$ cat config.mk
export PLATFORM = sky130hd
export DESIGN_NAME = warp_issue_sched
export DESIGN_NICKNAME = d
export VERILOG_FILES = /design/src/rtl/wis_pkg.sv /design/src/rtl/wis_warp_slot.sv /design/src/rtl/wis_datapath.sv /design/src/rtl/wis_control.sv /design/src/rtl/warp_issue_sched.sv
export SDC_FILE = /design/constraint.sdc
export NUM_CORES = 2
export LEC_CHECK = 0
export BUFFER_PORTS_ARGS = -buffer_cell sky130_fd_sc_hd__buf_2
export CORE_ASPECT_RATIO = 1.4
export CORE_MARGIN = 4
export CORE_UTILIZATION = 50
export DETAILED_ROUTE_END_ITERATION = 16
export GPL_TIMING_DRIVEN = 0
export PLACE_DENSITY = 0.73
export RECOVER_POWER = 25
export SLEW_MARGIN = 15
export SYNTH_ARGS = -nofsm -noshare
export SYNTH_HDL_FRONTEND = slang
export SYNTH_HIERARCHICAL = 1
export SYNTH_SLANG_ARGS = --single-unit
$ cat constraint.sdc
create_clock -name clk -period 8.9 [get_ports clk]
set_clock_uncertainty 0.05 [all_clocks]
set_input_delay 0.445 -clock clk [delete_from_list [all_inputs] [get_ports clk]]
set_output_delay 0.445 -clock clk [all_outputs]
set_load 0.01 [all_outputs]
$ cat src/rtl/wis_pkg.sv
package wis_pkg;
  parameter int unsigned WarpIdW = 6;
  parameter int unsigned RegIdW  = 4;
  localparam int unsigned NumRegs = 1 << RegIdW;

  typedef logic [WarpIdW-1:0] warpId_t;
  typedef logic [RegIdW-1:0]  regId_t;

  // strobes from the control to the datapath
  typedef struct packed {
    logic    fire;
    warpId_t warp;
  } issueStrobe_t;
endpackage

$ cat src/rtl/wis_warp_slot.sv
module wis_warp_slot
  import wis_pkg::*;
#(
  parameter int unsigned REGS = NumRegs
) (
  input  logic            clk,
  input  logic            rstN,
  input  logic            launchHit,
  input  logic            exitHit,
  input  logic            issueHit,
  input  logic            issueLoad,
  input  logic            wbHit,
  input  regId_t          wbReg,
  input  logic            memDoneHit,
  input  logic            instValid,
  input  regId_t          srcA,
  input  regId_t          srcB,
  input  regId_t          dst,
  output logic            ready,
  output logic            slotValid,
  output logic            memWait,
  output logic [REGS-1:0] pendRow
);
  logic [REGS-1:0] pendNext;
  logic            hazard;

  always_comb begin
    pendNext = pendRow;
    if (wbHit)    pendNext[wbReg] = 1'b0;
    if (issueHit) pendNext[dst]   = 1'b1;  // set wins over clear
  end

  assign hazard = pendRow[srcA] | pendRow[srcB] | pendRow[dst];
  assign ready  = slotValid & instValid & ~memWait & ~hazard;

  always_ff @(posedge clk) begin
    if (!rstN) begin
      slotValid <= 1'b0;
      memWait   <= 1'b0;
      pendRow   <= '0;
    end else if (launchHit) begin
      slotValid <= 1'b1;
      memWait   <= 1'b0;
      pendRow   <= '0;
    end else if (exitHit) begin
      slotValid <= 1'b0;
      memWait   <= 1'b0;
      pendRow   <= '0;
    end else begin
      pendRow <= pendNext;
      if (issueHit && issueLoad) memWait <= 1'b1;
      else if (memDoneHit)       memWait <= 1'b0;
    end
  end
endmodule

$ cat src/rtl/wis_datapath.sv
module wis_datapath
  import wis_pkg::*;
#(
  parameter int unsigned NUM_WARPS = 48,
  parameter int unsigned REGS      = NumRegs
) (
  input  logic                               clk,
  input  logic                               rstN,
  input  issueStrobe_t                       strobe,
  input  logic                               launchValid,
  input  warpId_t                            launchWarp,
  input  logic                               exitValid,
  input  warpId_t                            exitWarp,
  input  logic [NUM_WARPS-1:0]               instValid,
  input  logic [NUM_WARPS-1:0][RegIdW-1:0]   instSrcA,
  input  logic [NUM_WARPS-1:0][RegIdW-1:0]   instSrcB,
  input  logic [NUM_WARPS-1:0][RegIdW-1:0]   instDst,
  input  logic [NUM_WARPS-1:0]               instIsLoad,
  input  logic                               wbValid,
  input  warpId_t                            wbWarp,
  input  regId_t                             wbReg,
  input  logic                               memDoneValid,
  input  warpId_t                            memDoneWarp,
  output logic [NUM_WARPS-1:0]               readyVec,
  output logic [NUM_WARPS-1:0]               slotValid,
  output logic [NUM_WARPS-1:0]               memWait,
  output logic [NUM_WARPS-1:0][REGS-1:0]     pendBoard
);
  logic issueLoad;
  assign issueLoad = strobe.fire & instIsLoad[strobe.warp];

  for (genvar w = 0; w < NUM_WARPS; w++) begin : g_slot
    localparam warpId_t SlotId = warpId_t'(w);
    wis_warp_slot #(.REGS(REGS)) u_slot (
      .clk        (clk),
      .rstN       (rstN),
      .launchHit  (launchValid  && (launchWarp  == SlotId)),
      .exitHit    (exitValid    && (exitWarp    == SlotId)),
      .issueHit   (strobe.fire  && (strobe.warp == SlotId)),
      .issueLoad  (issueLoad),
      .wbHit      (wbValid      && (wbWarp      == SlotId)),
      .wbReg      (wbReg),
      .memDoneHit (memDoneValid && (memDoneWarp == SlotId)),
      .instValid  (instValid[w]),
      .srcA       (instSrcA[w]),
      .srcB       (instSrcB[w]),
      .dst        (instDst[w]),
      .ready      (readyVec[w]),
      .slotValid  (slotValid[w]),
      .memWait    (memWait[w]),
      .pendRow    (pendBoard[w])
    );
  end
endmodule

$ cat src/rtl/wis_control.sv
module wis_control
  import wis_pkg::*;
#(
  parameter int unsigned NUM_WARPS = 48
) (
  input  logic                 clk,
  input  logic                 rstN,
  input  logic [NUM_WARPS-1:0] readyVec,
  output issueStrobe_t         strobe,
  output warpId_t              rrPtr
);
  localparam warpId_t LastSlot = warpId_t'(NUM_WARPS - 1);

  logic    found;
  warpId_t pick;

  always_comb begin
    found = 1'b0;
    pick  = rrPtr;
    for (int off = 1; off <= int'(NUM_WARPS); off++) begin
      int idx;
      idx = (int'(rrPtr) + off) % int'(NUM_WARPS);
      if (!found && readyVec[idx]) begin
        found = 1'b1;
        pick  = warpId_t'(idx);
      end
    end
  end

  assign strobe.fire = found;
  assign strobe.warp = pick;

  always_ff @(posedge clk) begin
    if (!rstN)      rrPtr <= LastSlot;
    else if (found) rrPtr <= pick;
  end
endmodule

$ cat src/rtl/warp_issue_sched.sv
module warp_issue_sched
  import wis_pkg::*;
#(
  parameter int unsigned NUM_WARPS = 48
) (
  input  logic                             clk,
  input  logic                             rstN,
  input  logic                             launchValid,
  input  logic [WarpIdW-1:0]               launchWarp,
  input  logic                             exitValid,
  input  logic [WarpIdW-1:0]               exitWarp,
  input  logic [NUM_WARPS-1:0]             instValid,
  input  logic [NUM_WARPS-1:0][RegIdW-1:0] instSrcA,
  input  logic [NUM_WARPS-1:0][RegIdW-1:0] instSrcB,
  input  logic [NUM_WARPS-1:0][RegIdW-1:0] instDst,
  input  logic [NUM_WARPS-1:0]             instIsLoad,
  input  logic                             wbValid,
  input  logic [WarpIdW-1:0]               wbWarp,
  input  logic [RegIdW-1:0]                wbReg,
  input  logic                             memDoneValid,
  input  logic [WarpIdW-1:0]               memDoneWarp,
  output logic                             issueValid,
  output logic [WarpIdW-1:0]               issueWarp
);
  issueStrobe_t                     strobe;
  warpId_t                          rrPtr;
  logic [NUM_WARPS-1:0]             readyVec;
  logic [NUM_WARPS-1:0]             slotValid;
  logic [NUM_WARPS-1:0]             memWait;
  logic [NUM_WARPS-1:0][NumRegs-1:0] pendBoard;

  wis_control #(.NUM_WARPS(NUM_WARPS)) u_ctl (
    .clk      (clk),
    .rstN     (rstN),
    .readyVec (readyVec),
    .strobe   (strobe),
    .rrPtr    (rrPtr)
  );

  wis_datapath #(.NUM_WARPS(NUM_WARPS), .REGS(NumRegs)) u_dp (
    .clk          (clk),
    .rstN         (rstN),
    .strobe       (strobe),
    .launchValid  (launchValid),
    .launchWarp   (launchWarp),
    .exitValid    (exitValid),
    .exitWarp     (exitWarp),
    .instValid    (instValid),
    .instSrcA     (instSrcA),
    .instSrcB     (instSrcB),
    .instDst      (instDst),
    .instIsLoad   (instIsLoad),
    .wbValid      (wbValid),
    .wbWarp       (wbWarp),
    .wbReg        (wbReg),
    .memDoneValid (memDoneValid),
    .memDoneWarp  (memDoneWarp),
    .readyVec     (readyVec),
    .slotValid    (slotValid),
    .memWait      (memWait),
    .pendBoard    (pendBoard)
  );

  assign issueValid = strobe.fire;
  assign issueWarp  = strobe.warp;
endmodule

==> PnR_summary.wiki <==
{| class="wikitable"
! Metric !! Value
|-
| Die area || 151,000 sq um
|-
| Placement-stage worst setup slack || -4400 ps
|-
| Unrepaired setup endpoints after global routing || yes
|-
| CTS H-Tree Depth || 3
|-
| Largest net degree at the start of global routing || about 110
|-
| Wire length on met3 || between 40,000 and 50,000 microns
|-
| Via count of the first global-routing pass || 76,800
|-
| GRT Resource Usage Total || 0.466
|-
| Worst Setup End Kind || flip-flop
|-
| Routed length on met2 || 164,000 microns
|-
| Number of clock sinks seen by CTS || slightly below 900
|-
| Dominant cells by area after synthesis || sky130_fd_sc_hd__dfxtp_1 24%, sky130_fd_sc_hd__mux4_2 14%, sky130_fd_sc_hd__mux4_1 7.2%
|-
| # Max-Cap Violations || 1
|-
| Initial standard-cell utilization of the core || 0.503
|-
| Flip-flop and latch count after synthesis || slightly below 900
|-
| Fmax || ~110 MHz
|-
| Placed standard-cell area || between 70,000 and 80,000 sq um
|-
| Clock Latency Late Sink || 780 ps
|-
| Critical path's most frequent cell || sky130_fd_sc_hd__mux4_2
|-
| Post-synth top area share || 0.240
|-
| Clock Tree Buf Depth || 3
|-
| Worst slew margin || -0.243
|-
| Total routed wire length on the met1 layer || 119,000 microns
|-
| Via count of the routed design || a little over 80,000
|-
| Startpoint kind of the worst setup timing path || flip-flop
|-
| Leading area contributor after synthesis || sky130_fd_sc_hd__dfxtp_1
|-
| Commonest cells after routing, fill and taps aside || 1,118 x sky130_fd_sc_hd__nand2_1, 879 x sky130_fd_sc_hd__a21oi_1, 877 x sky130_fd_sc_hd__o21ai_0
|-
| Lkg Pwr || 30.9 nW
|-
| Number of remaining DRC errors || 0
|-
| Max-slew violation count || 11
|-
| Layout Cells excl Fill || about 12,000
|-
| Std-Cell Core Area || roughly 140,000 sq um
|-
| Longest individual stage delay on the worst path || approximately 660 ps
|-
| Post-Synthesis Net Count || between 9,000 and 10,000
|-
| Site row count || around 170
|-
| Die Span X || around 330 microns
|-
| Final wirelength || around 370,000 microns
|-
| Post-synthesis area per instance || roughly 8.5 sq um
|-
| Summed instance area of the synthesized netlist || 72,600 sq um
|-
| Number of CTS-inserted buffers || 93
|-
| Failing checks || max-capacitance violations, max-slew violations, negative setup slack
|-
| Crit-path max FO || 8
|-
| Signal arrival time at the worst endpoint || approximately 9700 ps
|-
| Worst Path Class, Setup || reg2reg
|-
| Gpl congestion || ~1.1
|-
| Final clock period utilization by the worst path || 1.03
|-
| Number of flops mapped to enable cells by yosys || 0
|-
| Pwr Density || about 420 nW/um^2
|-
| Worst-path cell with the longest stage delay || sky130_fd_sc_hd__a22oi_2
|-
| Most common cell after layout, fill and taps aside || sky130_fd_sc_hd__nand2_1
|-
| First-pass GRT wire length || about 520,000 microns
|-
| Cell total after placement || roughly 11,000
|-
| Initial DRC Count || around 9,200
|-
| Worst-case setup margin in the final layout || -246 ps
|-
| Cells after synthesis || approximately 8,600
|-
| Final number of setup-violating endpoints || 52
|-
| Cell depth of the worst flop-to-flop path || 30
|-
| CTS tree || yes
|-
| Req. time, crit path || ~9400 ps
|-
| Avg WL per Cell || around 32 microns
|-
| Port bufs || 492
|-
| Synthesis-to-finish area growth || 20.3%
|-
| Outcome || finished with violations
|-
| Fin. Hold Viols || 0
|-
| Class of the most critical hold timing path || in2reg
|-
| Portion of the post-synthesis area used by sequential elements || 0.240
|-
| Reg clk slew, reported paths || about 60 ps
|-
| Share of final-layout standard cells stronger than drive strength 1 || 0.237
|-
| HPWL after detailed placement || ~280,000 microns
|-
| Filler cell count in the final layout || roughly 13,000
|-
| Buf+Inv Stages, Crit Path || 5
|-
| I/O pin cnt || 713
|-
| Setup TNS || -7530 ps
|-
| Finished layout cell area || 87,300 sq um
|-
| Via-per-instance ratio || 6.98
|-
| Slack of the worst reg-to-reg path || -250 ps
|-
| Number of optimization iterations in the first detailed-route pass || 7
|-
| Count of cell types in the netlist || around 110
|-
| Top routing layer in use || met5
|-
| Top cell family by delay on the critical path || simple AND/OR/NAND/NOR gates
|-
| Final ANT Viol Nets || 0
|-
| Antenna violations before repair || roughly 140
|-
| Measured slew at the worst slew-check pin || 1860 ps
|-
| Crit path time final || slightly above 9000 ps
|-
| VDD IR-drop max || just under 0.002 V
|-
| Cell count of the worst hold path || 4
|-
| Post-synth ARST share || 0
|-
| Remaining global-route overflow || 0
|-
| Dominant synthesized flop cell || sky130_fd_sc_hd__dfxtp_1
|-
| Ys Warns || 6
|-
| Die boundary height || ~460 microns
|-
| Clock root buffer || sky130_fd_sc_hd__clkbuf_16
|-
| Worst path depth || 30
|-
| Count of nets after finishing || approximately 10,000
|-
| Share of the core filled with cells || 0.605
|}
## synth_stat cells (78+ instances only)
master and n:
sky130_fd_sc_hd__nand2_1 1131, sky130_fd_sc_hd__a21oi_1 907, sky130_fd_sc_hd__o21ai_0 894, sky130_fd_sc_hd__dfxtp_1 870, sky130_fd_sc_hd__nor2_1 721, sky130_fd_sc_hd__mux4_2 448, sky130_fd_sc_hd__nand3_1 404, sky130_fd_sc_hd__mux2i_1 320
sky130_fd_sc_hd__clkbuf_1 256, sky130_fd_sc_hd__nand2b_1 209, sky130_fd_sc_hd__nor2b_1 205, sky130_fd_sc_hd__mux4_1 198, sky130_fd_sc_hd__inv_1 181, sky130_fd_sc_hd__nand3b_1 174, sky130_fd_sc_hd__buf_2 112, sky130_fd_sc_hd__mux2_2 102
sky130_fd_sc_hd__a22oi_1 81, sky130_fd_sc_hd__ha_1 78
## area by class of cell
type	count	area, sq um	area share
diodes	122	305	0.00350
clock inverters	49	676	0.00774
repair buffers	755	5110	0.0585
well taps	1920	2400	0.0275
inverters	189	737	0.00844
clock buffers	124	2660	0.0304
flip-flops and latches	870	17400	0.200
plain buffers	405	2360	0.0271
multi-input cells	7093	55600	0.637
## layer usage
| layer | vias to the layer above | global-route usage |
|---|---|---|
| met3 | 1735 | 0.161 |
| met5 | - | 0.0101 |
| met4 | 42 | 0.441 |
| met2 | 5480 | 0.726 |
| li1 | 34400 | - |
| met1 | 38800 | 0.487 |
## registers in the layout, summed over array words and instances, names as in the netlist
signal                        flops
u_ctl/rrPtr                       6
u_dp/g_slot.u_slot/memWait       48
u_dp/g_slot.u_slot/slotValid     48
u_dp/g_slot.u_slot/pendRow      768
## logic make-up after synthesis
family,share of synthesized area
and+or+nand+nor,0.229
AOI/OAI and AO/OA,0.200
adders and majority gates,0.0134
muxes,0.271
buffers and inverters,0.0363
xor gates and xnor gates,0.00990
DFF,0.240
## power by group
| group | switching (mW) | internal (mW) |
|---|---|---|
| Sequential | 0.280 | 4.17 |
| Combinational | 18.7 | 9.01 |
| Clock | 1.85 | 2.44 |
## worst register-to-register path, delay by kind of cell, from the launching register on
family	cells	cell delay, ps
buf+inv	5	970
compound gates	6	2040
simple gates	12	2990
xor+xnor	1	250
flops	1	360
mux	6	2290
## stage by stage
stage / power, mW / hold slack (ps)
finish: 36.4 / 18.6
floorplan: 13.6 / 406
global route: 36.6 / 52.8
CTS: 32.0 / 0.792
detailed placement: 23.2 / 428
global placement: 20.6 / 422
## final timing paths
| path | start | endpoint |
|---|---|---|
| max | u_dp/g_slot[37].u_slot/pendRow[12] | u_dp/g_slot[15].u_slot/memWait |
| min | instDst[129] | u_dp/g_slot[32].u_slot/pendRow[0] |
| max reg2reg | u_dp/g_slot[37].u_slot/pendRow[12] | u_dp/g_slot[15].u_slot/memWait |
| min reg2reg | u_dp/g_slot[26].u_slot/memWait | u_dp/g_slot[26].u_slot/memWait |
## what timing repair did
action                                  CTS  global route
cloned                                    4             3
hold buffers                             25             0
pin swaps                                42            98
endpoints found under the setup margin  829           819
resized for setup                       459           275
endpoints found under the hold margin    72             0
buffers inserted                         71            98
Note: power is estimated with default switching activity, not from simulation.
